--- config.mk ---
export PLATFORM = sky130hd
export DESIGN_NAME = dma_chan
export DESIGN_NICKNAME = d
export VERILOG_FILES = /design/src/rtl/dma_chan_pkg.sv /design/src/rtl/dma_rst_sync.sv /design/src/rtl/dma_regs.sv /design/src/rtl/dma_xfer.sv /design/src/rtl/dma_chan.sv
export SDC_FILE = /design/constraint.sdc
export NUM_CORES = 1
export LEC_CHECK = 0
export BUFFER_PORTS_ARGS = -buffer_cell sky130_fd_sc_hd__buf_2
export CORE_ASPECT_RATIO = 0.6
export CORE_UTILIZATION = 31
export CTS_CLUSTER_SIZE = 30
export DETAILED_ROUTE_END_ITERATION = 7
export GPL_ROUTABILITY_DRIVEN = 0
export SYNTH_ARGS = -nofsm -noshare
export SYNTH_HDL_FRONTEND = slang
export SYNTH_SLANG_ARGS = --single-unit
--- constraint.sdc ---
create_clock -name clk -period 6.6 [get_ports clk]
set_input_delay 0.99 -clock clk [delete_from_list [all_inputs] [get_ports clk]]
set_output_delay 0.99 -clock clk [all_outputs]
set_load 0.005 [all_outputs]
--- src/rtl/dma_chan_pkg.sv ---
package dma_chan_pkg;
  localparam int          DW      = 32;
  localparam logic [2:0]  ST_DONE = 3'b101;

  localparam int C_EN     = 31;
  localparam int C_PAUSE  = 30;
  localparam int C_SEL_LO = 24;
  localparam int C_BT_LO  = 20;
  localparam int M_W_LO   = 26;
  localparam int M_FIXS   = 25;
  localparam int M_FIXD   = 24;
  localparam int M_EIE    = 20;
  localparam int M_CIE    = 19;
  localparam int M_ST_LO  = 16;

  typedef enum logic [1:0] {XS_IDLE, XS_WAIT, XS_READ, XS_WRITE} xfer_state_e;

  function automatic logic [4:0] beats_of(input logic [3:0] code);
    case (code)
      4'hF:    return 5'd16;
      4'hD:    return 5'd8;
      4'hB:    return 5'd4;
      default: return 5'd1;
    endcase
  endfunction

  function automatic logic [2:0] step_of(input logic [1:0] wc);
    case (wc)
      2'd0:    return 3'd1;
      2'd1:    return 3'd2;
      default: return 3'd4;
    endcase
  endfunction
endpackage

--- src/rtl/dma_rst_sync.sv ---
module dma_rst_sync #(
  parameter int STAGES = 2
) (
  input  logic clk,
  input  logic rst_n,
  output logic rst_n_sync
);
  logic [STAGES-1:0] sh_q;

  always_ff @(posedge clk or negedge rst_n) begin
    if (!rst_n) sh_q <= '0;
    else        sh_q <= {sh_q[STAGES-2:0], 1'b1};
  end

  assign rst_n_sync = sh_q[STAGES-1];
endmodule

--- src/rtl/dma_regs.sv ---
module dma_regs
  import dma_chan_pkg::*;
#(
  parameter int BUS_AW = 8,
  parameter int SEL_W  = 5
) (
  input  logic              clk,
  input  logic              rst_n,
  input  logic              bus_we,
  input  logic [BUS_AW-1:0] bus_addr,
  input  logic [DW-1:0]     bus_wdata,
  output logic [DW-1:0]     bus_rdata,
  input  logic              beat_done,
  input  logic              burst_done,
  input  logic              xfer_done,
  output logic              g_en,
  output logic              c_en,
  output logic              c_pause,
  output logic [SEL_W-1:0]  c_sel,
  output logic [3:0]        c_code,
  output logic              c_tc_zero,
  output logic [1:0]        m_wc,
  output logic [2:0]        m_status,
  output logic              m_cie,
  output logic              m_eie,
  output logic [DW-1:0]     src_addr,
  output logic [DW-1:0]     dst_addr
);
  localparam logic [BUS_AW-1:0] OFS_GLB = BUS_AW'(8'h00);
  localparam logic [BUS_AW-1:0] OFS_CTL = BUS_AW'(8'h10);
  localparam logic [BUS_AW-1:0] OFS_MOD = BUS_AW'(8'h14);
  localparam logic [BUS_AW-1:0] OFS_SRC = BUS_AW'(8'h18);
  localparam logic [BUS_AW-1:0] OFS_DST = BUS_AW'(8'h1C);

  logic          glb_q, glb_d;
  logic [DW-1:0] ctl_q, ctl_d, mod_q, mod_d, src_q, src_d, dst_q, dst_d;
  logic          upd;
  logic [DW-1:0] step;

  assign step = DW'(step_of(mod_q[M_W_LO +: 2]));
  assign upd  = bus_we | beat_done | burst_done | xfer_done;

  always_comb begin
    glb_d = glb_q;
    ctl_d = ctl_q;
    mod_d = mod_q;
    src_d = src_q;
    dst_d = dst_q;
    if (beat_done) begin
      if (!mod_q[M_FIXS]) src_d = src_q + step;
      if (!mod_q[M_FIXD]) dst_d = dst_q + step;
    end
    if (burst_done && (ctl_q[15:0] != 16'd0)) ctl_d[15:0] = ctl_q[15:0] - 16'd1;
    if (xfer_done) begin
      ctl_d[C_EN]              = 1'b0;
      mod_d[M_ST_LO +: 3]      = ST_DONE;
    end
    if (bus_we) begin
      case (bus_addr)
        OFS_GLB: glb_d = bus_wdata[31];
        OFS_CTL: ctl_d = bus_wdata;
        OFS_MOD: mod_d = bus_wdata;
        OFS_SRC: src_d = bus_wdata;
        OFS_DST: dst_d = bus_wdata;
        default: ;
      endcase
    end
  end

  always_ff @(posedge clk or negedge rst_n) begin
    if (!rst_n) begin
      glb_q <= 1'b0;
      ctl_q <= '0;
      mod_q <= '0;
      src_q <= '0;
      dst_q <= '0;
    end else if (upd) begin
      glb_q <= glb_d;
      ctl_q <= ctl_d;
      mod_q <= mod_d;
      src_q <= src_d;
      dst_q <= dst_d;
    end
  end

  always_comb begin
    case (bus_addr)
      OFS_GLB: bus_rdata = {glb_q, 31'd0};
      OFS_CTL: bus_rdata = ctl_q;
      OFS_MOD: bus_rdata = mod_q;
      OFS_SRC: bus_rdata = src_q;
      OFS_DST: bus_rdata = dst_q;
      default: bus_rdata = '0;
    endcase
  end

  assign g_en      = glb_q;
  assign c_en      = ctl_q[C_EN];
  assign c_pause   = ctl_q[C_PAUSE];
  assign c_sel     = ctl_q[C_SEL_LO +: SEL_W];
  assign c_code    = ctl_q[C_BT_LO +: 4];
  assign c_tc_zero = (ctl_q[15:0] == 16'd0);
  assign m_wc      = mod_q[M_W_LO +: 2];
  assign m_status  = mod_q[M_ST_LO +: 3];
  assign m_cie     = mod_q[M_CIE];
  assign m_eie     = mod_q[M_EIE];
  assign src_addr  = src_q;
  assign dst_addr  = dst_q;
endmodule

--- src/rtl/dma_xfer.sv ---
module dma_xfer
  import dma_chan_pkg::*;
#(
  parameter int NUM_REQ = 32,
  parameter int SEL_W   = 5
) (
  input  logic               clk,
  input  logic               rst_n,
  input  logic               g_en,
  input  logic               c_en,
  input  logic               c_pause,
  input  logic [SEL_W-1:0]   c_sel,
  input  logic [3:0]         c_code,
  input  logic               c_tc_zero,
  input  logic [DW-1:0]      src_addr,
  input  logic [DW-1:0]      dst_addr,
  input  logic [NUM_REQ-1:0] per_req,
  output logic [NUM_REQ-1:0] per_ack,
  output logic               mem_req,
  output logic               mem_we,
  output logic [DW-1:0]      mem_addr,
  output logic [DW-1:0]      mem_wdata,
  input  logic [DW-1:0]      mem_rdata,
  input  logic               mem_ready,
  output logic               beat_done,
  output logic               burst_done,
  output logic               xfer_done
);
  xfer_state_e   st_q, st_d;
  logic [3:0]    beat_q, beat_d;
  logic [DW-1:0] data_q, data_d;
  logic          run, rd_fire, wr_fire, last_beat, upd;

  assign run       = g_en & c_en & ~c_pause;
  assign mem_req   = run & ((st_q == XS_READ) | (st_q == XS_WRITE));
  assign mem_we    = (st_q == XS_WRITE);
  assign mem_addr  = mem_we ? dst_addr : src_addr;
  assign mem_wdata = data_q;
  assign rd_fire   = mem_req & mem_ready & ~mem_we;
  assign wr_fire   = mem_req & mem_ready & mem_we;
  assign last_beat = (beat_q == 4'd0);
  assign beat_done  = wr_fire;
  assign burst_done = wr_fire & last_beat;
  assign xfer_done  = burst_done & c_tc_zero;

  for (genvar i = 0; i < NUM_REQ; i++) begin : g_ack
    assign per_ack[i] = burst_done && (c_sel == SEL_W'(i));
  end

  always_comb begin
    st_d   = st_q;
    beat_d = beat_q;
    data_d = data_q;
    if (!c_en) begin
      st_d = XS_IDLE;
    end else begin
      case (st_q)
        XS_IDLE: st_d = XS_WAIT;
        XS_WAIT: begin
          if (run && per_req[c_sel]) begin
            st_d   = XS_READ;
            beat_d = 4'(beats_of(c_code) - 5'd1);
          end
        end
        XS_READ: begin
          if (rd_fire) begin
            st_d   = XS_WRITE;
            data_d = mem_rdata;
          end
        end
        XS_WRITE: begin
          if (wr_fire) begin
            if (last_beat) begin
              st_d = c_tc_zero ? XS_IDLE : XS_WAIT;
            end else begin
              st_d   = XS_READ;
              beat_d = beat_q - 4'd1;
            end
          end
        end
        default: st_d = XS_IDLE;
      endcase
    end
  end

  assign upd = (st_d != st_q) | (beat_d != beat_q) | rd_fire;

  always_ff @(posedge clk or negedge rst_n) begin
    if (!rst_n) begin
      st_q   <= XS_IDLE;
      beat_q <= '0;
      data_q <= '0;
    end else if (upd) begin
      st_q   <= st_d;
      beat_q <= beat_d;
      data_q <= data_d;
    end
  end
endmodule

--- src/rtl/dma_chan.sv ---
module dma_chan
  import dma_chan_pkg::*;
#(
  parameter int NUM_REQ = 32,
  parameter int BUS_AW  = 8
) (
  input  logic               clk,
  input  logic               rst_n,
  input  logic               bus_we,
  input  logic [BUS_AW-1:0]  bus_addr,
  input  logic [31:0]        bus_wdata,
  output logic [31:0]        bus_rdata,
  output logic               mem_req,
  output logic               mem_we,
  output logic [1:0]         mem_size,
  output logic [31:0]        mem_addr,
  output logic [31:0]        mem_wdata,
  input  logic [31:0]        mem_rdata,
  input  logic               mem_ready,
  input  logic [NUM_REQ-1:0] per_req,
  output logic [NUM_REQ-1:0] per_ack,
  output logic               irq
);
  localparam int SEL_W = (NUM_REQ > 1) ? $clog2(NUM_REQ) : 1;

  logic             rst_s;
  logic             g_en, c_en, c_pause, c_tc_zero, m_cie, m_eie;
  logic [SEL_W-1:0] c_sel;
  logic [3:0]       c_code;
  logic [1:0]       m_wc;
  logic [2:0]       m_status;
  logic [DW-1:0]    src_addr, dst_addr;
  logic             beat_done, burst_done, xfer_done;

  dma_rst_sync #(.STAGES(2)) u_rst (
    .clk(clk), .rst_n(rst_n), .rst_n_sync(rst_s)
  );

  dma_regs #(.BUS_AW(BUS_AW), .SEL_W(SEL_W)) u_regs (
    .clk(clk), .rst_n(rst_s),
    .bus_we(bus_we), .bus_addr(bus_addr), .bus_wdata(bus_wdata), .bus_rdata(bus_rdata),
    .beat_done(beat_done), .burst_done(burst_done), .xfer_done(xfer_done),
    .g_en(g_en), .c_en(c_en), .c_pause(c_pause), .c_sel(c_sel), .c_code(c_code),
    .c_tc_zero(c_tc_zero), .m_wc(m_wc), .m_status(m_status), .m_cie(m_cie),
    .m_eie(m_eie), .src_addr(src_addr), .dst_addr(dst_addr)
  );

  dma_xfer #(.NUM_REQ(NUM_REQ), .SEL_W(SEL_W)) u_xfer (
    .clk(clk), .rst_n(rst_s),
    .g_en(g_en), .c_en(c_en), .c_pause(c_pause), .c_sel(c_sel), .c_code(c_code),
    .c_tc_zero(c_tc_zero), .src_addr(src_addr), .dst_addr(dst_addr),
    .per_req(per_req), .per_ack(per_ack),
    .mem_req(mem_req), .mem_we(mem_we), .mem_addr(mem_addr), .mem_wdata(mem_wdata),
    .mem_rdata(mem_rdata), .mem_ready(mem_ready),
    .beat_done(beat_done), .burst_done(burst_done), .xfer_done(xfer_done)
  );

  assign mem_size = m_wc;
  assign irq      = (m_status != 3'd0) && ((m_status == ST_DONE) ? m_cie : m_eie);
endmodule

==> impl_metrics.csv <==
group,metric,value,unit
outcome,status,"finished, final reports clean",
timing,slew_headroom,15.1,%
power_and_ir_drop,clockPowerShare,41.1,%
drt,wirelength,32900,µm
timing,setup_viol,0,
final_layout,drive_gt1_share,26.2,%
floorplan,die_area,33200,µm²
final_layout,design_area,12300,µm²
timing,max_slew.worst_pin.slew,1.26,ns
global_route,antenna_found_initial,0,
synth,syn_nets,1267,
power_and_ir_drop,power_frac_comb,15.0,%
clock_tree,htree_levels,4,
power_and_ir_drop,switching_share,29.0,%
setup_path,crit_type,"in2out",
setup_path,cp_max_fo,34,
clock_tree,clk_path_buf_depth,2,
setup_path,start_kind,"input port",
synth,synth_top_area_share,42.0,%
clock_tree,cts_resized,0,
floorplan,fp.dieH,142,µm
placement,dpl.hpwl,24200,µm
synth,synth.area.top_cells,"dfrtp_1 42%, nand2_1 11%, mux2i_1 7.2%",
power_and_ir_drop,p_sw,780,µW
synth,yosys.cell_types.count,67,
final_layout,final_cell_count_no_fill,1782,
synth,yosysTopAreaCell,"dfrtp_1",
drt,vias_per_cell,5.05,
setup_path,end_kind,"primary output",
synth,ys_dominant_reg_cell,"dfrtp_1",
clock_tree,path_clk_slew,0.06,ns
drt,ant_nets,0,
synth,syn_inst,1149,
drt,drtIter0Drc,809,
placement,placed_cells,1749,
power_and_ir_drop,powerDensity,219,nW/µm²
synth,syn-cell-area,10100,µm²
floorplan,core_area,31500,µm²
synth,ys_seq_elements,169,
worst_hold_path,min_path_type,"in2async",
floorplan,rows,50,
timing,fin_crit_sh,61.7,%
clock_tree,cts_tree,"yes",
clock_tree,numCtsBuffers,17,
timing,finClkSkew,0.0101,ns
timing,grt_setup_unrepaired,"false",
global_route,grt_start_max_net_pins,64,
drt,dr_total_vias,8992,
power_and_ir_drop,p_int,1.91,mW
drt,routedWlPerCell,18.5,µm
timing,layout_min_cycle_time,4.07,ns
global_route,grt-ovfl-total,0,
placement,dpl_worst_slack,2.51,ns
power_and_ir_drop,totalPowerFinal,2.69,mW
power_and_ir_drop,p_leak,5.90,nW
clock_tree,ctsRootBufferMaster,"clkbuf_16",
synth,synth_async_sr_flop_share,100,%
global_route,grt_pass1_vias,8532,
global_route,grt_first_pass_wirelength,51100,µm
placement,portBuffers,240,
timing,slew_violations,0,
synth,avgSynthCellArea,8.76,µm²
floorplan,initial_core_util,31.9,%
clock_tree,clock_sinks,169,
run,maxCapViolCount,0,
global_route,grt_util_all_layers,20.4,%
timing,layout_setup_ws,2.53,ns
synth,synth-seq-area-share,42.0,%
timing,final_hold_viol_count,0,
setup_path,worstPathRequired,5.61,ns
final_layout,fill_cells,3229,
drt,drt_pass1_iterations,5,
final_layout,final_nets,1470,
synth,synth_edf_count,0,
timing,fmax,245,MHz
drt,route.detailed.drc,0,
power_and_ir_drop,peakVddDrop,0.190,mV
floorplan,io_pins,241,
floorplan,die_w,235,µm
placement,post_dp_cell_area,11600,µm²
clock_tree,insertion_delay,0.45,ns
final_layout,area_delta_synth_final,21.9,%
timing,setup_tns,0,ns
synth,ys.warnings.count,0,
setup_path,cp_data_arrival_time,3.08,ns
clock_tree,cts_hold_buf,0,
clock_tree,post_cts_buffers,0,
power_and_ir_drop,p_seq_share,43.9,%
[synthesized netlist by cell type, types with 2 or more instances]
master and instances:
ha_1 8, or4_4 2, and3_2 2, a21oi_1 10
nand4b_1 3, or3b_2 2, xor2_1 30, a22oi_1 4
nand2_1 294, and3_1 12, o21a_1 2, or2_2 3
a31oi_1 2, mux2_2 45, nand3b_1 3, buf_2 5
nor2b_1 9, o22a_1 2, and2_1 4, inv_1 27
nand2b_1 5, clkbuf_1 48, mux2i_1 72, dfrtp_1 169
or3_1 7, xnor2_1 44, mux2_1 2, a21o_1 5
o22ai_1 33, nand4_1 13, a311oi_1 2, fa_1 2
and4_1 5, mux4_2 6, buf_1 10, o31ai_1 2
buf_4 3, nor3b_1 4, nor3_1 29, nor2_1 67
nor4_1 7, nand3_1 28, a211oi_1 2, o21ai_0 92
[sequential cells by signal (all words and copies together), names as in the netlist, 2 cells and up]
| name | count |
|---|---|
| u_regs.mod_q | 32 |
| u_rst.sh_q | 2 |
| u_regs.dst_addr | 32 |
| u_regs.ctl_q | 32 |
| u_xfer.st_q | 2 |
| u_xfer.beat_q | 4 |
| u_xfer.mem_wdata | 32 |
| u_regs.src_addr | 32 |
[cells in the final DEF, fill, tap and decap left out, drive strengths merged, types with 5 or more instances in the layout]
cell type / synthesis / final
o22ai: 33 / 33
nand2b: 5 / 5
and2: 5 / 5
nor2: 68 / 68
nand3: 29 / 29
inv: 27 / 29
mux4: 6 / 6
a21oi: 11 / 11
and3: 14 / 14
mux2: 47 / 47
dfrtp: 169 / 169
clkinv: 0 / 5
nor3b: 5 / 5
a21o: 5 / 5
clkbuf: 49 / 20
xnor2: 44 / 44
nor4: 7 / 7
nand2: 294 / 294
and4: 5 / 5
or3: 7 / 7
nand4: 13 / 13
nor3: 29 / 29
xor2: 30 / 30
o21ai: 92 / 92
ha: 8 / 8
nor2b: 9 / 9
buf: 19 / 252
mux2i: 72 / 72
[through the flow]
step / hold slack (ns) / util, %
after detailed placement: 0.343 / 36.9
after floorplan: 0.331 / -
after global routing: 0.300 / 38.9
after global placement: 0.337 / 36.9
final: 0.321 / 38.9
after CTS: 0.293 / 38.9
[power by group through the flow]
stage	sequential [mW]	combinational, mW	clock (mW)
2_1_floorplan	1.17	0.248	0
3_3_place_gp	1.20	0.398	0
3_5_place_dp	1.20	0.405	0
4_1_cts	1.18	0.406	1.13
5_1_grt	1.19	0.445	1.18
6_report	1.18	0.404	1.11
[metal layers]
metal | vias up | track usage (%) | share of wire [%]
met5 | - | 0 | 0
met4 | 0 | 5.57 | 1.6
met3 | 31 | 3.84 | 5.9
met2 | 271 | 28.5 | 42
met1 | 4334 | 31.4 | 51
li1 | 4356 | - | -
[logic make-up (layout without fill, tap and decap cells)]
group	after synthesis	after routing	share of synthesized area (%)
buf+inv	95	311	3.81
compound gates	167	167	9.79
mux	125	125	13.8
xor+xnor	74	74	6.44
simple gates	508	508	22.7
fa+ha+maj	10	10	1.39
flops	169	169	42.0
other cells	1	2	0.0373
[area by class of cell]
cell class                 instances  area (µm²)  area share, %
multi-input combinational        885        5470           44.6
sequential                       169        4230           34.5
timing repair buffer             252        1290           10.5
tap                              416         520           4.24
clock buffer                      20         457           3.72
clock inverter                    12         189           1.54
inverter                          27         101          0.826
antenna                            1        2.50         0.0204
[worst max-delay path, cell delays in order]
cell and delay [ns]:
buf_2 0.10, nor3_1 0.22, and2_1 0.27, nand3b_2 0.79
o22ai_1 0.52, buf_2 0.19
[path summary, 6_finish.rpt]
check	startpoint	endpoint	slack (ns)	cells after the start
max in group asynchronous	u_rst.sh_q[1]$_DFF_PN0_	u_regs.ctl_q[2]$_DFFE_PN0P_	4.88	1
worst max-delay path	bus_addr[5]	bus_rdata[15]	2.53	6
worst min register to register	u_rst.sh_q[0]$_DFF_PN0_	u_rst.sh_q[1]$_DFF_PN0_	0.35	0
worst min-delay path	rst_n	u_rst.sh_q[1]$_DFF_PN0_	0.32	1
worst max register to register	u_regs.mod_q[27]$_DFFE_PN0P_	u_regs.dst_addr[16]$_DFFE_PN0P_	3.30	10
min in group clk	u_rst.sh_q[0]$_DFF_PN0_	u_rst.sh_q[1]$_DFF_PN0_	0.35	0
(Power assumes the default switching activity.)
